$ cat src/rtl/uart_iid_pkg.sv
package uart_iid_pkg;

   localparam int NUM_SRC = 5;

   // rank index: lower index wins
   localparam int SRC_LS   = 0;
   localparam int SRC_TO   = 1;
   localparam int SRC_RDA  = 2;
   localparam int SRC_THRE = 3;
   localparam int SRC_MS   = 4;

   typedef enum logic [3:0] {
      CODE_MS   = 4'h0,
      CODE_NONE = 4'h1,
      CODE_THRE = 4'h2,
      CODE_RDA  = 4'h4,
      CODE_LS   = 4'h6,
      CODE_TO   = 4'hC
   } iid_code_e;

   function automatic logic [3:0] src_code(input int idx);
      case (idx)
         SRC_LS:   return CODE_LS;
         SRC_TO:   return CODE_TO;
         SRC_RDA:  return CODE_RDA;
         SRC_THRE: return CODE_THRE;
         default:  return CODE_MS;
      endcase
   endfunction

endpackage

$ cat src/rtl/iid_enable_reg.sv
module iid_enable_reg #(
   parameter int DATA_W = 8,
   parameter int EN_W   = 4
) (
   input  logic              clk,
   input  logic              rst_n,
   input  logic              wr,
   input  logic [DATA_W-1:0] wdata,
   input  logic              hold_wr,
   input  logic              iid_rd,
   input  logic              thr_empty,
   input  logic              txe_event,
   output logic [EN_W-1:0]   ien,
   output logic              txe_pend
);

   logic pend_clr;
   logic pend_set;

   assign pend_clr = hold_wr | iid_rd;
   assign pend_set = (wr & thr_empty) | txe_event;

   always_ff @(posedge clk) begin
      if (!rst_n) begin
         ien      <= '0;
         txe_pend <= 1'b0;
      end else begin
         if (wr)
            ien <= wdata[EN_W-1:0];
         if (pend_clr)
            txe_pend <= 1'b0;
         else if (pend_set)
            txe_pend <= 1'b1;
      end
   end

endmodule

$ cat src/rtl/iid_source_eval.sv
module iid_source_eval
   import uart_iid_pkg::*;
#(
   parameter int CNT_W = 5,
   parameter int EN_W  = 4
) (
   input  logic [EN_W-1:0]    ien,
   input  logic [3:0]         ls_err,
   input  logic               rx_ready,
   input  logic               rx_timeout,
   input  logic [CNT_W-1:0]   rx_count,
   input  logic [CNT_W-1:0]   rx_trigger,
   input  logic               fifo_on,
   input  logic               txe_pend,
   input  logic [3:0]         ms_delta,
   output logic [NUM_SRC-1:0] req
);

   localparam int EN_RX  = 0;
   localparam int EN_TX  = 1;
   localparam int EN_LS  = 2;
   localparam int EN_MS  = 3;

   logic level_met;

   assign level_met = !fifo_on || (rx_count >= rx_trigger);

   always_comb begin
      req           = '0;
      req[SRC_LS]   = ien[EN_LS] && (|ls_err);
      req[SRC_TO]   = ien[EN_RX] && rx_timeout;
      req[SRC_RDA]  = ien[EN_RX] && rx_ready && level_met;
      req[SRC_THRE] = ien[EN_TX] && txe_pend;
      req[SRC_MS]   = ien[EN_MS] && (|ms_delta);
   end

endmodule

$ cat src/rtl/iid_prio_enc.sv
module iid_prio_enc
   import uart_iid_pkg::*;
#(
   parameter int N = NUM_SRC
) (
   input  logic [N-1:0] req,
   output logic [3:0]   code
);

   logic [N-1:0] grant;
   logic [3:0]   mask [N];

   genvar g;
   generate
      for (g = 0; g < N; g++) begin : g_rank
         if (g == 0) begin : g_top
            assign grant[g] = req[g];
         end else begin : g_low
            assign grant[g] = req[g] & ~(|req[g-1:0]);
         end
         assign mask[g] = grant[g] ? src_code(g) : 4'h0;
      end
   endgenerate

   always_comb begin
      code = 4'h0;
      for (int i = 0; i < N; i++)
         code = code | mask[i];
      if (req == '0)
         code = CODE_NONE;
   end

endmodule

$ cat src/rtl/uart_iid_top.sv
module uart_iid_top
   import uart_iid_pkg::*;
#(
   parameter int CNT_W  = 5,
   parameter int DATA_W = 8,
   parameter int EN_W   = 4
) (
   input  logic              clk,
   input  logic              rst_n,
   input  logic              ien_wr,
   input  logic [DATA_W-1:0] ien_wdata,
   input  logic              hold_wr,
   input  logic              iid_rd,
   input  logic              thr_empty,
   input  logic              txe_event,
   input  logic [3:0]        ls_err,
   input  logic              rx_ready,
   input  logic              rx_timeout,
   input  logic [CNT_W-1:0]  rx_count,
   input  logic [CNT_W-1:0]  rx_trigger,
   input  logic              fifo_on,
   input  logic [3:0]        ms_delta,
   output logic [EN_W-1:0]   ien_value,
   output logic [7:0]        iid_value,
   output logic              irq
);

   localparam logic [3:0] FIFO_TAG = 4'hC;

   generate
      if (EN_W != 4) begin : g_bad_en
         $error("uart_iid_top: EN_W must be 4");
      end
      if (DATA_W < EN_W) begin : g_bad_data
         $error("uart_iid_top: DATA_W must cover EN_W");
      end
      if (CNT_W < 1) begin : g_bad_cnt
         $error("uart_iid_top: CNT_W must be at least 1");
      end
   endgenerate

   logic               txe_pend;
   logic [NUM_SRC-1:0] req;
   logic [3:0]         code_d;
   logic [3:0]         code_q;
   logic [3:0]         upper_q;
   logic               irq_q;

   iid_enable_reg #(.DATA_W(DATA_W), .EN_W(EN_W)) u_en (
      .clk       (clk),
      .rst_n     (rst_n),
      .wr        (ien_wr),
      .wdata     (ien_wdata),
      .hold_wr   (hold_wr),
      .iid_rd    (iid_rd),
      .thr_empty (thr_empty),
      .txe_event (txe_event),
      .ien       (ien_value),
      .txe_pend  (txe_pend)
   );

   iid_source_eval #(.CNT_W(CNT_W), .EN_W(EN_W)) u_src (
      .ien        (ien_value),
      .ls_err     (ls_err),
      .rx_ready   (rx_ready),
      .rx_timeout (rx_timeout),
      .rx_count   (rx_count),
      .rx_trigger (rx_trigger),
      .fifo_on    (fifo_on),
      .txe_pend   (txe_pend),
      .ms_delta   (ms_delta),
      .req        (req)
   );

   iid_prio_enc #(.N(NUM_SRC)) u_enc (
      .req  (req),
      .code (code_d)
   );

   always_ff @(posedge clk) begin
      if (!rst_n) begin
         code_q  <= CODE_NONE;
         upper_q <= 4'h0;
         irq_q   <= 1'b0;
      end else begin
         code_q  <= code_d;
         upper_q <= fifo_on ? FIFO_TAG : 4'h0;
         irq_q   <= (code_d != CODE_NONE);
      end
   end

   assign iid_value = {upper_q, code_q};
   assign irq       = irq_q;

endmodule

$ cat config.mk
export PLATFORM = sky130hd
export DESIGN_NAME = uart_iid_top
export DESIGN_NICKNAME = d
export VERILOG_FILES = /design/src/rtl/uart_iid_pkg.sv /design/src/rtl/iid_enable_reg.sv /design/src/rtl/iid_source_eval.sv /design/src/rtl/iid_prio_enc.sv /design/src/rtl/uart_iid_top.sv
export SDC_FILE = /design/constraint.sdc
export NUM_CORES = 1
export LEC_CHECK = 0
export ABC_CLOCK_PERIOD_IN_PS = 1600
export BUFFER_PORTS_ARGS = -buffer_cell sky130_fd_sc_hd__buf_2
export CAP_MARGIN = 15
export CORE_UTILIZATION = 36
export CTS_CLUSTER_DIAMETER = 120
export DETAILED_ROUTE_END_ITERATION = 10
export PLACE_DENSITY = 0.83
export SLEW_MARGIN = 20
export SYNTH_ARGS = -nofsm -noshare
export SYNTH_HDL_FRONTEND = slang
export SYNTH_SLANG_ARGS = --single-unit
$ cat constraint.sdc
create_clock -name clk -period 1.6 [get_ports clk]
set_clock_uncertainty 0.15 [all_clocks]
set_input_delay 0.08 -clock clk [delete_from_list [all_inputs] [get_ports clk]]
set_output_delay 0.08 -clock clk [all_outputs]
set_load 0.03 [all_outputs]
==> results by group, run 1 <==
Clock tree
  • CTS Sinks: 11
  • TritonCTS buffer count: 3
  • Clock Path Buffers: 2
  • H-tree lvl count: 1
  • Clock latency on the worst-skew pair: 0.27 ns
  • CTS root buf: clkbuf_4
  • CTS tree: built
  • Worst-path clk slew: 0.07 ns
  • Post-cts sizing count: 0

Worst hold path
  • Worst hold stages: 4
  • Hold Crit Class: in2reg

Place
  • Buffers on Ports: 42
  • DP Wirelength: 1.02 mm
  • Area post-placement: 766 um^2
  • Placer Congestion: 0.704

Floorplan
  • Row Count: 13
  • Die Wd: 41.4 um
  • IO Count: 49
  • Die ar.: 0.00172 mm^2
  • Area of the core: 0.00137 mm^2
  • Initial Utilization: 40.9%
  • Die H: 41.4 um

Worst setup path
  • Max incr delay on CP: 0.59 ns
  • Slowest CP cell: dlygate4sd3_1
  • Setup crit end: u_en.txe_pend
  • Crit Path Max Fanout: 1
  • Crit Path Class: in2reg
  • Worst path depth: 4
  • Flop-to-flop setup slack: 0.22 ns
  • CP cell instances: dlygate4sd3_1 -> buf_2 -> nor4_1 -> dlygate4sd3_1
  • CP Capture Type: register
  • Worst EP required: 1.66 ns
  • Setup crit start: iid_rd
  • Worst Path Buf+Inv: 3
  • Family with the most delay on the worst path: buffers and inverters
  • Crit start category: input pin
  • Most used cell, CP: dlygate4sd3_1
  • R2R Path End: u_en.txe_pend
  • Worst reg2reg path depth: 3
  • Signal arrival time at the worst endpoint: 1.59 ns
  • R2R Path Start: u_en.txe_pend

Timing
  • Min Hold Slack: 0.0106 ns
  • RSZ-0062 raised after global routing: no
  • Slew Viols, Final: 0
  • Fin Setup TNS: 0 ns
  • Min cycle time layout: 1.52 ns
  • Final Hold Fails: 0
  • Final setup fails: 0
  • Max Freq: 0.656 GHz
  • Post-route clock period utilization: 95.3%

Yosys
  • Post-synthesis sequential area ratio: 39.4%
  • Unique cell type count in the Yosys netlist: 24
  • Synthesized instance count: 58
  • Syn avg cell area: 9.64 um^2
  • Synthesized area: 559 um^2
  • Seq cells post-synth: 11
  • Synth warn: 0

GRT
  • Vias in the first global route: 673
  • Total gr overflow: 0
  • Initial antenna violation count: 0
  • First-pass GRT wire length: 2.57 mm
  • Largest net degree at the start of global routing: 9
  • GRT Total Usage: 20.2%

Cells and area
  • Area delta synth->final: 68.5%
  • Core Util, Final: 69.0%
  • Ant. Diodes: 0
  • Final #Nets: 158
  • Final instance area: 942 um^2
  • Layout fillers: 124
  • Layout cells sized above 1: 42.2%

Pwr
  • Peak VDD IR: 387 uV
  • Static Leak: 0.512 nW
  • Pwr Total: 0.673 mW
  • Power Dens Cells: 714 mW/mm^2

Drt
  • Drt pass-1 iters: 2
  • Post-DR vias/cell: 4.76
  • Initial DRC Count: 3
  • Final WL: 1.48 mm
  • Drc violations: 0
  • Post-DRT Antenna Nets: 0
  • Routed len/inst: 11.3 um
  • Vias post-DR: 624

Outcome
  • Status: completed

Job
  • Max_cap viols: 0
metrics by stage:
stage          cells  setup WS [ns]
2_1_floorplan     59          0.302
3_3_place_gp     112          0.153
3_5_place_dp     112          0.147
4_1_cts          131          0.130
5_1_grt          131         0.0479
6_report         131         0.0756
tightest hold or removal path, stage by stage:
cell	delay [ns]
buf_2	0.09
o41ai_2	0.08
nand3_1	0.08
o21ai_1	0.06
layer usage:
layer / GRT usage [%] / wire (um)
met5: 0 / 0
met2: 37.8 / 852
met1: 15.4 / 464
met3: 8.26 / 107
met4: 16.8 / 59
cell type report:
cell class                 instances  area [um^2]  area share [%]
inverter                           8         30.0            3.19
sequential                        11          220            23.4
multi-input combinational         36          287            30.4
timing repair buffer              57          360            38.2
tap                               15         18.8            1.99
clock buffer                       4         26.3            2.79
registers in the layout (all words and copies together) (netlist names):
name,cells
code_q,4
irq,1
u_en.ien,4
u_en.txe_pend,1
upper_q,1
cells in the final DEF (no fill, tap or decap):
cell / n
nand3_1: 1
o21ai_1: 1
a21o_1: 1
nand4_1: 1
conb_1: 2
o41ai_2: 1
a31oi_1: 1
nor4_1: 1
a211oi_1: 1
nand2_1: 4
nand2b_1: 1
inv_1: 8
o221ai_2: 1
dlygate4sd3_1: 15
o21a_1: 2
clkbuf_4: 3
mux2i_1: 4
nor3_1: 1
buf_2: 42
nor2_1: 5
clkbuf_1: 1
o31ai_2: 1
ha_1: 5
o41ai_1: 1
dfxtp_1: 11
a211oi_4: 1
synth_stat cells:
library cell / number / share of area, %
a211oi_1: 1 / 1.3
a211oi_4: 1 / 3.6
a21o_1: 1 / 1.3
a31oi_1: 1 / 1.1
buf_4: 3 / 4.0
clkbuf_1: 1 / 0.67
conb_1: 1 / 0.67
dfxtp_1: 11 / 39
ha_1: 5 / 11
inv_1: 8 / 5.4
mux2i_1: 4 / 7.2
nand2_1: 4 / 2.7
nand2b_1: 1 / 1.1
nand3_1: 1 / 0.89
nand4_1: 1 / 1.1
nor2_1: 5 / 3.4
nor3_1: 1 / 0.89
nor4_1: 1 / 1.1
o21a_1: 2 / 2.7
o21ai_1: 1 / 0.89
o221ai_2: 1 / 2.7
o31ai_2: 1 / 2.2
o41ai_1: 1 / 1.6
o41ai_2: 1 / 2.9
kinds of logic (layout without fill, tap and decap cells):
family	count (synthesis)	count (layout)	synth area share, %
and+or+nand+nor	14	14	11.2
DFF	11	11	39.4
AOI/OAI and AO/OA	11	11	20.4
muxes	4	4	7.16
other	1	2	0.670
buffers and inverters	12	69	10.1
adders and majority gates	5	5	11.2
power breakdown:
group	internal [mW]	switching [mW]
clock	0.0965	0.0884
sequential	0.290	0.00831
combinational	0.0910	0.0985
total	0.478	0.195
what timing repair did:
action,in CTS,in global routing
endpoints found under the hold margin,11,0
hold buffers,15,0
setup endpoints to repair,0,0
buffers inserted,0,0
worst min-delay path by stage:
stage | from | to | slack [ns]
2_1_floorplan | iid_rd | u_en.txe_pend | 0.008
3_3_place_gp | iid_rd | u_en.txe_pend | 0.1
3_5_place_dp | iid_rd | u_en.txe_pend | 0.10
4_1_cts | ien_wr | u_en.ien[3] | 0.004
5_1_grt | ien_wr | u_en.ien[3] | 0.01
6_report | ls_err[0] | code_q[0] | 0.01
(Power assumes the default switching activity.)
==> inputs of run 2 (changes only) <==
REMOVE_ABC_BUFFERS = 1   (was not set)
==> run 2 against run 1 <==
  * Sequential power barely moved
  * Largest cell class unchanged
  * Clock-buffer cell count unchanged
  * Total power is 1.2% lower
  * Cell count down 3.1%
==> results by group, run 2 (same netlist as run 1, synthesis figures left out) <==
Outcome
  • Status: completed

GRT
  • Met1 Track Usage GR: 17.0%
  • Total gr overflow: 0
  • First-pass GRT wire length: 2.26 mm
  • Met3 usage: 3.91%
  • Met2 Track Usage GR: 31.3%
  • Vias in the first global route: 568
  • GRT Total Usage: 16.6%
  • Largest net degree at the start of global routing: 9
  • Initial antenna violation count: 0
  • GRT Max-Usage Layer: met2

Clock tree
  • H-tree lvl count: 1
  • Worst-path clk slew: 0.07 ns
  • CTS Sinks: 11
  • Clock Path Buffers: 2
  • Post-CTS Setup Repair Bufs: 0
  • Clock latency on the worst-skew pair: 0.26 ns
  • CTS root buf: clkbuf_4
  • TritonCTS buffer count: 3
  • CTS tree: built

Cells and area
  • Layout fillers: 120
  • Final #Nets: 154
  • Multi-input logic area: 287 um^2
  • Area occupied by registers: 220 um^2
  • Commonest non-fill, non-tap cell in the layout: buf_2
  • Most frequent cells in the layout: 42 x buf_2, 11 x dfxtp_1, 11 x dlygate4sd3_1
  • Layout cells sized above 1: 43.8%
  • Ant. Diodes: 0
  • Area delta synth->final: 61.3%
  • Biggest regs: code_q: 4 flops, u_en.ien: 4 flops
  • Non-Filler Instances: 127

Timing
  • Post-route clock period utilization: 93.3%
  • Final Hold Fails: 0
  • RSZ-0062 raised after global routing: no
  • Min cycle time layout: 1.49 ns
  • Final setup fails: 0
  • Slew Viols, Final: 0
  • Worst setup margin: 0.108 ns
  • Fin Setup TNS: 0 ns
  • Max Freq: 0.670 GHz

Floorplan
  • Initial Utilization: 40.9%
  • IO Count: 49
  • Row Count: 13
  • Die H: 41.4 um
  • Area of the core: 0.00137 mm^2
  • Die Wd: 41.4 um
  • Die ar.: 0.00172 mm^2

Place
  • Inst Count DP: 112
  • Buffers on Ports: 42
  • Dpl ws: 0.114 ns
  • DP Wirelength: 972 um
  • Placer Congestion: 0.679

Drt
  • Drc violations: 0
  • Final WL: 1.30 mm
  • Vias post-DR: 590
  • Routed len/inst: 10.2 um
  • Drt pass-1 iters: 4
  • Post-DR vias/cell: 4.65
  • Initial DRC Count: 4
  • Post-DRT Antenna Nets: 0

Worst setup path
  • Signal arrival time at the worst endpoint: 1.55 ns
  • CP Capture Type: register
  • Worst EP required: 1.66 ns
  • Crit Path Class: in2reg
  • Crit start category: input pin
  • Crit Path Max Fanout: 1

Worst hold path
  • Hold Crit Class: in2reg

Pwr
  • Peak VDD IR: 547 uV
  • Pwr Total: 0.665 mW
  • Power Dens Cells: 737 mW/mm^2
  • Static Leak: 0.496 nW

Job
  • Max_cap viols: 0
[run 2: what timing repair did]
item,4_1_cts,5_1_grt
resized for setup,0,0
hold buffers,11,0
endpoints found under the hold margin,11,0
endpoints found under the setup margin,0,0
[run 2: final timing paths]
kind                       from            end  slack (ns)  cells past startpoint
setup reg to reg  u_en.txe_pend  u_en.txe_pend        0.23                      3
hold / removal      ms_delta[0]      code_q[0]       0.009                      4
hold reg to reg   u_en.txe_pend      code_q[1]        0.38                      2
setup / recovery         iid_rd  u_en.txe_pend        0.11                      4
[run 2: per-layer routing]
layer	up-vias	wire, um
li1	304	-
met1	249	483
met2	35	683
met3	2	127
met4	0	4
met5	-	0
[run 2: layout make-up]
type / instances / share of cell area, %
Tap cell: 15 / 2.08
Multi-Input combinational cell: 36 / 31.8
Clock buffer: 4 / 2.91
Inverter: 8 / 3.33
Timing Repair Buffer: 53 / 35.5
Sequential cell: 11 / 24.4
[run 2: stage by stage]
step                      instance area (um^2)  utilization [%]  hold slack, ns
after CTS                                  902             66.0         0.00505
after floorplan                            537                -         0.00807
after detailed placement                   766             56.0          0.0937
final                                      902             66.0         0.00921
after global placement                     766             56.0          0.0977
after global routing                       902             66.0          0.0299
[run 2: worst max-delay path, cell delays in order]
cell and delay [ns]:
dlygate4sd3_1 0.54, buf_2 0.12, nor4_1 0.24, dlygate4sd3_1 0.57
[run 2: power breakdown]
| group | switching, mW | leakage (nW) | internal, mW |
|---|---|---|---|
| registers | 0.00780 | 0.0906 | 0.290 |
| logic | 0.0963 | 0.390 | 0.0847 |
| clock network | 0.0897 | 0.0150 | 0.0963 |
